--- config.mk ---
export PLATFORM = sky130hd
export DESIGN_NAME = uart_lsr_core
export DESIGN_NICKNAME = d
export VERILOG_FILES = /design/src/rtl/lsr_pkg.sv /design/src/rtl/lsr_tx_track.sv /design/src/rtl/lsr_brk_gate.sv /design/src/rtl/lsr_rx_fifo.sv /design/src/rtl/uart_lsr_core.sv
export SDC_FILE = /design/constraint.sdc
export NUM_CORES = 1
export LEC_CHECK = 0
export BUFFER_PORTS_ARGS = -buffer_cell sky130_fd_sc_hd__buf_2
export CAP_MARGIN = 40
export CORE_MARGIN = 5
export CORE_UTILIZATION = 55
export CTS_BUF_LIST = sky130_fd_sc_hd__clkbuf_2
export DETAILED_ROUTE_END_ITERATION = 8
export HOLD_SLACK_MARGIN = 0.12
export MAX_ROUTING_LAYER = met4
export PLACE_DENSITY = 0.72
export SYNTH_ARGS = -nofsm -noshare
export SYNTH_HDL_FRONTEND = slang
export SYNTH_SLANG_ARGS = --single-unit
export TNS_END_PERCENT = 10
--- constraint.sdc ---
create_clock -name clk_i -period 5.95 [get_ports clk_i]
set_input_delay 1.19 -clock clk_i [delete_from_list [all_inputs] [get_ports clk_i]]
set_output_delay 1.19 -clock clk_i [all_outputs]
set_load 0.01 [all_outputs]
--- src/rtl/lsr_pkg.sv ---
package lsr_pkg;
  typedef struct packed {
    logic brk;
    logic fer;
    logic per;
  } rx_tag_t;

  // status bit positions, decoded by host software
  localparam int unsigned LsrDr   = 0;
  localparam int unsigned LsrOe   = 1;
  localparam int unsigned LsrPe   = 2;
  localparam int unsigned LsrFe   = 3;
  localparam int unsigned LsrBi   = 4;
  localparam int unsigned LsrThre = 5;
  localparam int unsigned LsrTemt = 6;
  localparam int unsigned LsrErr  = 7;
endpackage

--- src/rtl/lsr_tx_track.sv ---
module lsr_tx_track #(
  parameter int unsigned DEPTH = 16
) (
  input  logic clk_i,
  input  logic rst_ni,
  input  logic flush_i,
  input  logic fifo_mode_i,
  input  logic wr_i,
  input  logic load_i,
  output logic empty_o
);
  localparam int unsigned CW = $clog2(DEPTH + 1);

  logic [CW-1:0] cnt_q, cnt_d, cap;
  logic          pop, push;

  always_comb begin
    cap   = fifo_mode_i ? CW'(DEPTH) : CW'(1);
    pop   = load_i && (cnt_q != '0) && !flush_i;
    push  = wr_i && !flush_i && ((cnt_q < cap) || pop);
    cnt_d = cnt_q;
    if (flush_i)         cnt_d = '0;
    else if (push && !pop) cnt_d = cnt_q + CW'(1);
    else if (pop && !push) cnt_d = cnt_q - CW'(1);
  end

  always_ff @(posedge clk_i or negedge rst_ni) begin
    if (!rst_ni) cnt_q <= '0;
    else         cnt_q <= cnt_d;
  end

  assign empty_o = (cnt_q == '0);


  wr_clears_empty_chk: assert property (@(posedge clk_i) disable iff (!rst_ni)
    (wr_i && !flush_i) |=> !empty_o);


  idle_keeps_level_chk: assert property (@(posedge clk_i) disable iff (!rst_ni)
    (!wr_i && !load_i && !flush_i) |=> $stable(empty_o));
endmodule

--- src/rtl/lsr_brk_gate.sv ---
module lsr_brk_gate (
  input  logic clk_i,
  input  logic rst_ni,
  input  logic rx_valid_i,
  input  logic rx_brk_i,
  input  logic rx_line_i,
  output logic drop_o
);
  logic blocked_q;
  logic brk_offer;

  assign brk_offer = rx_valid_i && rx_brk_i;
  assign drop_o    = brk_offer && blocked_q;

  // rearm only once the line is seen high
  always_ff @(posedge clk_i or negedge rst_ni) begin
    if (!rst_ni)        blocked_q <= 1'b0;
    else if (rx_line_i) blocked_q <= 1'b0;
    else if (brk_offer) blocked_q <= 1'b1;
  end


  one_break_chk: assert property (@(posedge clk_i) disable iff (!rst_ni)
    (brk_offer && !rx_line_i) |=> (!brk_offer || drop_o));
endmodule

--- src/rtl/lsr_rx_fifo.sv ---
module lsr_rx_fifo
  import lsr_pkg::*;
#(
  parameter int unsigned DEPTH = 16,
  parameter int unsigned DW    = 8
) (
  input  logic          clk_i,
  input  logic          rst_ni,
  input  logic          flush_i,
  input  logic          fifo_mode_i,
  input  logic          push_req_i,
  input  logic [DW-1:0] data_i,
  input  rx_tag_t       tag_i,
  input  logic          pop_req_i,
  output logic [DW-1:0] head_data_o,
  output rx_tag_t       head_tag_o,
  output logic          nonempty_o,
  output logic          overrun_o,
  output logic          any_err_o
);
  localparam int unsigned PW = (DEPTH > 1) ? $clog2(DEPTH) : 1;
  localparam int unsigned CW = $clog2(DEPTH + 1);

  logic [DW-1:0] data_mem [DEPTH];
  rx_tag_t       tag_mem  [DEPTH];
  logic [PW-1:0] wr_ptr_q, rd_ptr_q;
  logic [CW-1:0] cnt_q, cnt_d, err_q, err_d, cap;
  logic          pop, push_acc, tag_in, tag_out;

  function automatic logic [PW-1:0] ptr_inc(input logic [PW-1:0] p);
    return (p == PW'(DEPTH - 1)) ? '0 : p + PW'(1);
  endfunction

  always_comb begin
    cap      = fifo_mode_i ? CW'(DEPTH) : CW'(1);
    pop      = pop_req_i && (cnt_q != '0) && !flush_i;
    push_acc = push_req_i && !flush_i && ((cnt_q < cap) || pop);
    tag_in   = |tag_i;
    tag_out  = |tag_mem[rd_ptr_q];
    cnt_d    = cnt_q;
    err_d    = err_q;
    if (flush_i) begin
      cnt_d = '0;
      err_d = '0;
    end else begin
      if (push_acc && !pop) cnt_d = cnt_q + CW'(1);
      if (pop && !push_acc) cnt_d = cnt_q - CW'(1);
      if ((push_acc && tag_in) && !(pop && tag_out)) err_d = err_q + CW'(1);
      if ((pop && tag_out) && !(push_acc && tag_in)) err_d = err_q - CW'(1);
    end
  end

  always_ff @(posedge clk_i or negedge rst_ni) begin
    if (!rst_ni) begin
      wr_ptr_q <= '0;
      rd_ptr_q <= '0;
      cnt_q    <= '0;
      err_q    <= '0;
    end else begin
      cnt_q <= cnt_d;
      err_q <= err_d;
      if (flush_i) begin
        wr_ptr_q <= '0;
        rd_ptr_q <= '0;
      end else begin
        if (push_acc) wr_ptr_q <= ptr_inc(wr_ptr_q);
        if (pop)      rd_ptr_q <= ptr_inc(rd_ptr_q);
      end
    end
  end

  always_ff @(posedge clk_i) begin
    if (push_acc) begin
      data_mem[wr_ptr_q] <= data_i;
      tag_mem[wr_ptr_q]  <= tag_i;
    end
  end

  assign nonempty_o  = (cnt_q != '0);
  assign head_data_o = nonempty_o ? data_mem[rd_ptr_q] : '0;
  assign head_tag_o  = nonempty_o ? tag_mem[rd_ptr_q] : '0;
  assign overrun_o   = push_req_i && !flush_i && !push_acc;
  assign any_err_o   = (err_q != '0);


  err_bound_chk: assert property (@(posedge clk_i) disable iff (!rst_ni)
    err_q <= cnt_q);


  err_rise_chk: assert property (@(posedge clk_i) disable iff (!rst_ni)
    (push_acc && tag_in) |=> any_err_o);


  full_swap_chk: assert property (@(posedge clk_i) disable iff (!rst_ni)
    ((cnt_q == cap) && push_req_i && pop) |=> $stable(cnt_q));
endmodule

--- src/rtl/uart_lsr_core.sv ---
module uart_lsr_core
  import lsr_pkg::*;
#(
  parameter int unsigned FIFO_DEPTH = 16,
  parameter int unsigned DATA_W     = 8
) (
  input  logic              clk_i,
  input  logic              rst_ni,
  input  logic              fifo_en_i,
  input  logic              thr_wr_i,
  input  logic              tsr_load_i,
  input  logic              tsr_busy_i,
  input  logic              rx_valid_i,
  input  logic [DATA_W-1:0] rx_data_i,
  input  logic              rx_perr_i,
  input  logic              rx_ferr_i,
  input  logic              rx_brk_i,
  input  logic              rx_line_i,
  input  logic              rhr_rd_i,
  input  logic              lsr_rd_i,
  output logic [DATA_W-1:0] rx_data_o,
  output logic [7:0]        lsr_o
);
  logic    mode_q, flush;
  logic    tx_empty, brk_drop, rx_nonempty, ovr_evt, rx_any_err, ovr_q;
  rx_tag_t rx_tag, head_tag;

  assign flush  = (fifo_en_i != mode_q);
  assign rx_tag = '{brk: rx_brk_i, fer: rx_ferr_i, per: rx_perr_i};

  always_ff @(posedge clk_i or negedge rst_ni) begin
    if (!rst_ni) begin
      mode_q <= 1'b0;
      ovr_q  <= 1'b0;
    end else begin
      mode_q <= fifo_en_i;
      if (ovr_evt)       ovr_q <= 1'b1;  // new event beats read clear
      else if (lsr_rd_i) ovr_q <= 1'b0;
    end
  end

  lsr_tx_track #(.DEPTH(FIFO_DEPTH)) u_tx (
    .clk_i       (clk_i),
    .rst_ni      (rst_ni),
    .flush_i     (flush),
    .fifo_mode_i (mode_q),
    .wr_i        (thr_wr_i),
    .load_i      (tsr_load_i),
    .empty_o     (tx_empty)
  );

  lsr_brk_gate u_brk (
    .clk_i      (clk_i),
    .rst_ni     (rst_ni),
    .rx_valid_i (rx_valid_i),
    .rx_brk_i   (rx_brk_i),
    .rx_line_i  (rx_line_i),
    .drop_o     (brk_drop)
  );

  lsr_rx_fifo #(.DEPTH(FIFO_DEPTH), .DW(DATA_W)) u_rx (
    .clk_i       (clk_i),
    .rst_ni      (rst_ni),
    .flush_i     (flush),
    .fifo_mode_i (mode_q),
    .push_req_i  (rx_valid_i && !brk_drop),
    .data_i      (rx_data_i),
    .tag_i       (rx_tag),
    .pop_req_i   (rhr_rd_i),
    .head_data_o (rx_data_o),
    .head_tag_o  (head_tag),
    .nonempty_o  (rx_nonempty),
    .overrun_o   (ovr_evt),
    .any_err_o   (rx_any_err)
  );

  always_comb begin
    lsr_o          = '0;
    lsr_o[LsrDr]   = rx_nonempty;
    lsr_o[LsrOe]   = ovr_q;
    lsr_o[LsrPe]   = head_tag.per;
    lsr_o[LsrFe]   = head_tag.fer;
    lsr_o[LsrBi]   = head_tag.brk;
    lsr_o[LsrThre] = tx_empty;
    lsr_o[LsrTemt] = tx_empty && !tsr_busy_i;
    lsr_o[LsrErr]  = rx_any_err;
  end


  temt_thre_chk: assert property (@(posedge clk_i) disable iff (!rst_ni)
    lsr_o[LsrTemt] |-> lsr_o[LsrThre]);


  ovr_set_chk: assert property (@(posedge clk_i) disable iff (!rst_ni)
    ovr_evt |=> lsr_o[LsrOe]);


  flush_chk: assert property (@(posedge clk_i) disable iff (!rst_ni)
    flush |=> (!lsr_o[LsrDr] && lsr_o[LsrThre] && !lsr_o[LsrErr]));


  empty_tags_chk: assert property (@(posedge clk_i) disable iff (!rst_ni)
    !lsr_o[LsrDr] |-> (lsr_o[LsrBi:LsrPe] == 3'b000));
endmodule

==> results.yml <==
worst_setup_path:
  reg2reg_slack_ns: 1.93
  worstSetupStartpointType: "flop"
  crit_type: "reg2out"
  cp.required_ns: 4.76
  critPathMaxFanout: 42
  rr_worst_depth: 12
  arrival_ns: 3.38
  worstReg2RegEnd: "u_rx.err_q[4]"
  reg2reg_from: "u_rx.rd_ptr_q[1]"
  cp-end-kind: "output port"
clocking:
  cts_buffers: 49
  clock_latency_ns: 0.81
  clkTransAtPathRegs_ns: 0.11
  clock-sinks: 202
  postCtsSetupRepairBufs: 0
  cts.hold.buffers_added: 0
  clockBufferDepth: 3
  root_buffer: "clkbuf_2"
  post_cts_resized: 0
  htreeDepth: 2
  cts_tree: "yes"
final_layout:
  diodes: 0
  fin_nets: 668
  drive_above_1_share: 0.276
  nFillCells: 1195
  syn2layout_area_growth_pct: 10.1
logic_synthesis:
  synth-edff-count: 176
  synthesis.nets: 590
  synth_fa_ha_area_frac: 0.0295
  yosys_most_used_dff: "edfxtp_1"
  ys_ff_latch: 202
  synth_top_family_by_area: "multiplexers"
  syn_area_um2: 8830
  yosysWarnings: 0
  synth_common_cells: "176 x edfxtp_1, 34 x mux2i_1, 32 x nor2_1"
  synth_mux_area_frac: 0.120
  synth_compound_area_frac: 0.0785
  synth_top_area_cell: "edfxtp_1"
  yosys.area_share.simple: 0.0643
  synth.distinct_cells: 64
  synthTopCellsByArea: "edfxtp_1 60%, mux4_2 7.9%, dfrtp_1 7.4%"
  synthArstFlopShare: 0.129
  synth.most_common_cell: "edfxtp_1"
  postSynthCellCount: 550
  synth_top_area_share: 0.598
  synth-xor-area-share: 0.0119
  ys_seq_area_frac: 0.672
  synth_area_per_cell_um2: 16.1
global_route:
  gr-total-overflow: 0
  first_global_vias: 5419
  track_usage: 0.217
  antenna_found_initial: 0
  grt_pass1_wl_um: 29600
  grt_max_degree: 43
sta:
  drv_slew: 0
  report.final.setup_viol: 0
  rsz0062_at_grt: "no"
  relSlewSlack: 0.503
  tightest_slew_ns: 0.745
  skew_ns: 0.0906
  finalSetupTns_ns: 0
  period_share: 0.768
  layout_setup_ws_ns: 1.38
  fmax_mhz: 219
  period_needed_ns: 4.57
  hold_violations: 0
power:
  peakVddDrop_mv: 0.280
  powerDensity_nw_per_um2: 365
  leakage_nw: 3.47
drt:
  wl_per_cell_um: 21.5
  vias: 5216
  drt_iter0_markers: 354
  via_per_inst: 5.98
  post-route-drc-count: 0
  wl_um: 18800
  ant_nets: 0
  dr.pass1.iters: 5
job:
  maxCapViolCount: 0
die:
  fp.dieH_um: 137
  row_count: 46
  fp.dieArea_um2: 18700
  core_um2: 15800
  initial_core_util: 0.558
  pin_count: 37
  die_w_um: 137
min_path:
  worstHoldPathType: "in2async"
place:
  place_congestion: 0.784
  place_ws_ns: 1.71
  numPortBuffers: 36
  hpwl_um: 12700
run_status:
  outcome: "finished, final reports clean"
## flip-flops by register name, indices dropped and copies added, names as in the netlist
name             cells
u_rx.err_q           5
u_rx.data_mem      128
u_brk.blocked_q      1
u_rx.cnt_q           5
u_tx.cnt_q           5
u_rx.rd_ptr_q        4
ovr_q                1
mode_q               1
u_rx.tag_mem        48
u_rx.wr_ptr_q        4
## power by group
part	internal, mW	switching, mW	leakage, nW
clock network	0.293	0.518	0.296
logic	0.482	0.522	1.24
registers	1.61	0.130	1.93
total	2.38	1.17	3.47
## stage by stage
stage | cell area (µm²) | total power, mW | utilization | hold WS [ns] | std cells
after floorplan | 8830 | 2.51 | - | 0.448 | 550
after global placement | 9190 | 2.74 | 0.581 | 0.475 | 777
after detailed placement | 9340 | 2.78 | 0.590 | 0.482 | 793
after CTS | 9720 | 3.59 | 0.614 | 0.363 | 872
after global routing | 9720 | 3.77 | 0.614 | 0.375 | 872
final | 9720 | 3.55 | 0.614 | 0.407 | 872
## critical path, cell delays in order, from the launching register on
cell and delay (ns):
dfrtp_4 0.90, buf_4 0.54, mux2i_1 0.16, o221ai_1 0.39, a21oi_1 0.13, nor3_1 0.25
buf_2 0.18
## routing by layer
metal,wire (µm),track usage
met5,0,-
met4,425,0.0644
met3,1070,0.0511
met2,9710,0.365
met1,7550,0.264
## cell usage in the layout (no fill, tap or decap), types with 5 or more instances in the layout
| cell | Yosys | final |
|---|---|---|
| edfxtp_1 | 176 | 176 |
| clkbuf_2 | 0 | 64 |
| buf_2 | 10 | 36 |
| mux2i_1 | 34 | 34 |
| nor2_1 | 32 | 32 |
| mux4_2 | 31 | 31 |
| nand2_1 | 26 | 26 |
| dfrtp_1 | 26 | 24 |
| a21oi_1 | 21 | 21 |
| nor3_1 | 21 | 17 |
| o221ai_1 | 16 | 16 |
| ha_1 | 16 | 16 |
| inv_1 | 13 | 13 |
| buf_4 | 5 | 13 |
| clkinv_1 | 1 | 12 |
| o22ai_1 | 9 | 9 |
| a21o_1 | 9 | 9 |
| xor2_1 | 7 | 7 |
| buf_6 | 1 | 7 |
| o31ai_1 | 6 | 6 |
| xnor2_1 | 5 | 5 |
| o21ai_0 | 5 | 5 |
## how the worst max path moves through the flow
stage               slack, ns            end        startpoint  depth (start not counted)
floorplan                2.29  u_rx.err_q[3]        rx_valid_i                         11
global placement         1.85  u_rx.err_q[3]          rx_brk_i                         12
detailed placement       1.71  u_rx.err_q[4]          rx_brk_i                         12
CTS                      1.27   rx_data_o[1]  u_rx.rd_ptr_q[0]                          6
global route             1.09   rx_data_o[1]  u_rx.rd_ptr_q[0]                          6
finish                   1.38   rx_data_o[6]  u_rx.rd_ptr_q[0]                          6
## layout make-up
class                           instances  area [µm²]  area share
Clock buffer                           64         320      0.0329
Sequential cell                       202        5940       0.611
Tap cell                              216         270      0.0278
Multi-Input combinational cell        304        2710       0.278
Timing Repair Buffer                   56         357      0.0367
Inverter                               15        61.3     0.00631
Clock inverter                         15        66.3     0.00682
## logic make-up (layout without fill, tap and decap cells)
kind of cell,after synthesis,count (layout)
XOR/XNOR,12,12
AO/OA/AOI/OAI,93,93
buffers and inverters,44,150
multiplexers,67,67
adder cells (fa/ha/maj),19,19
flip-flops,202,202
AND/OR/NAND/NOR,113,113
Note: power is estimated with default switching activity, not from simulation.
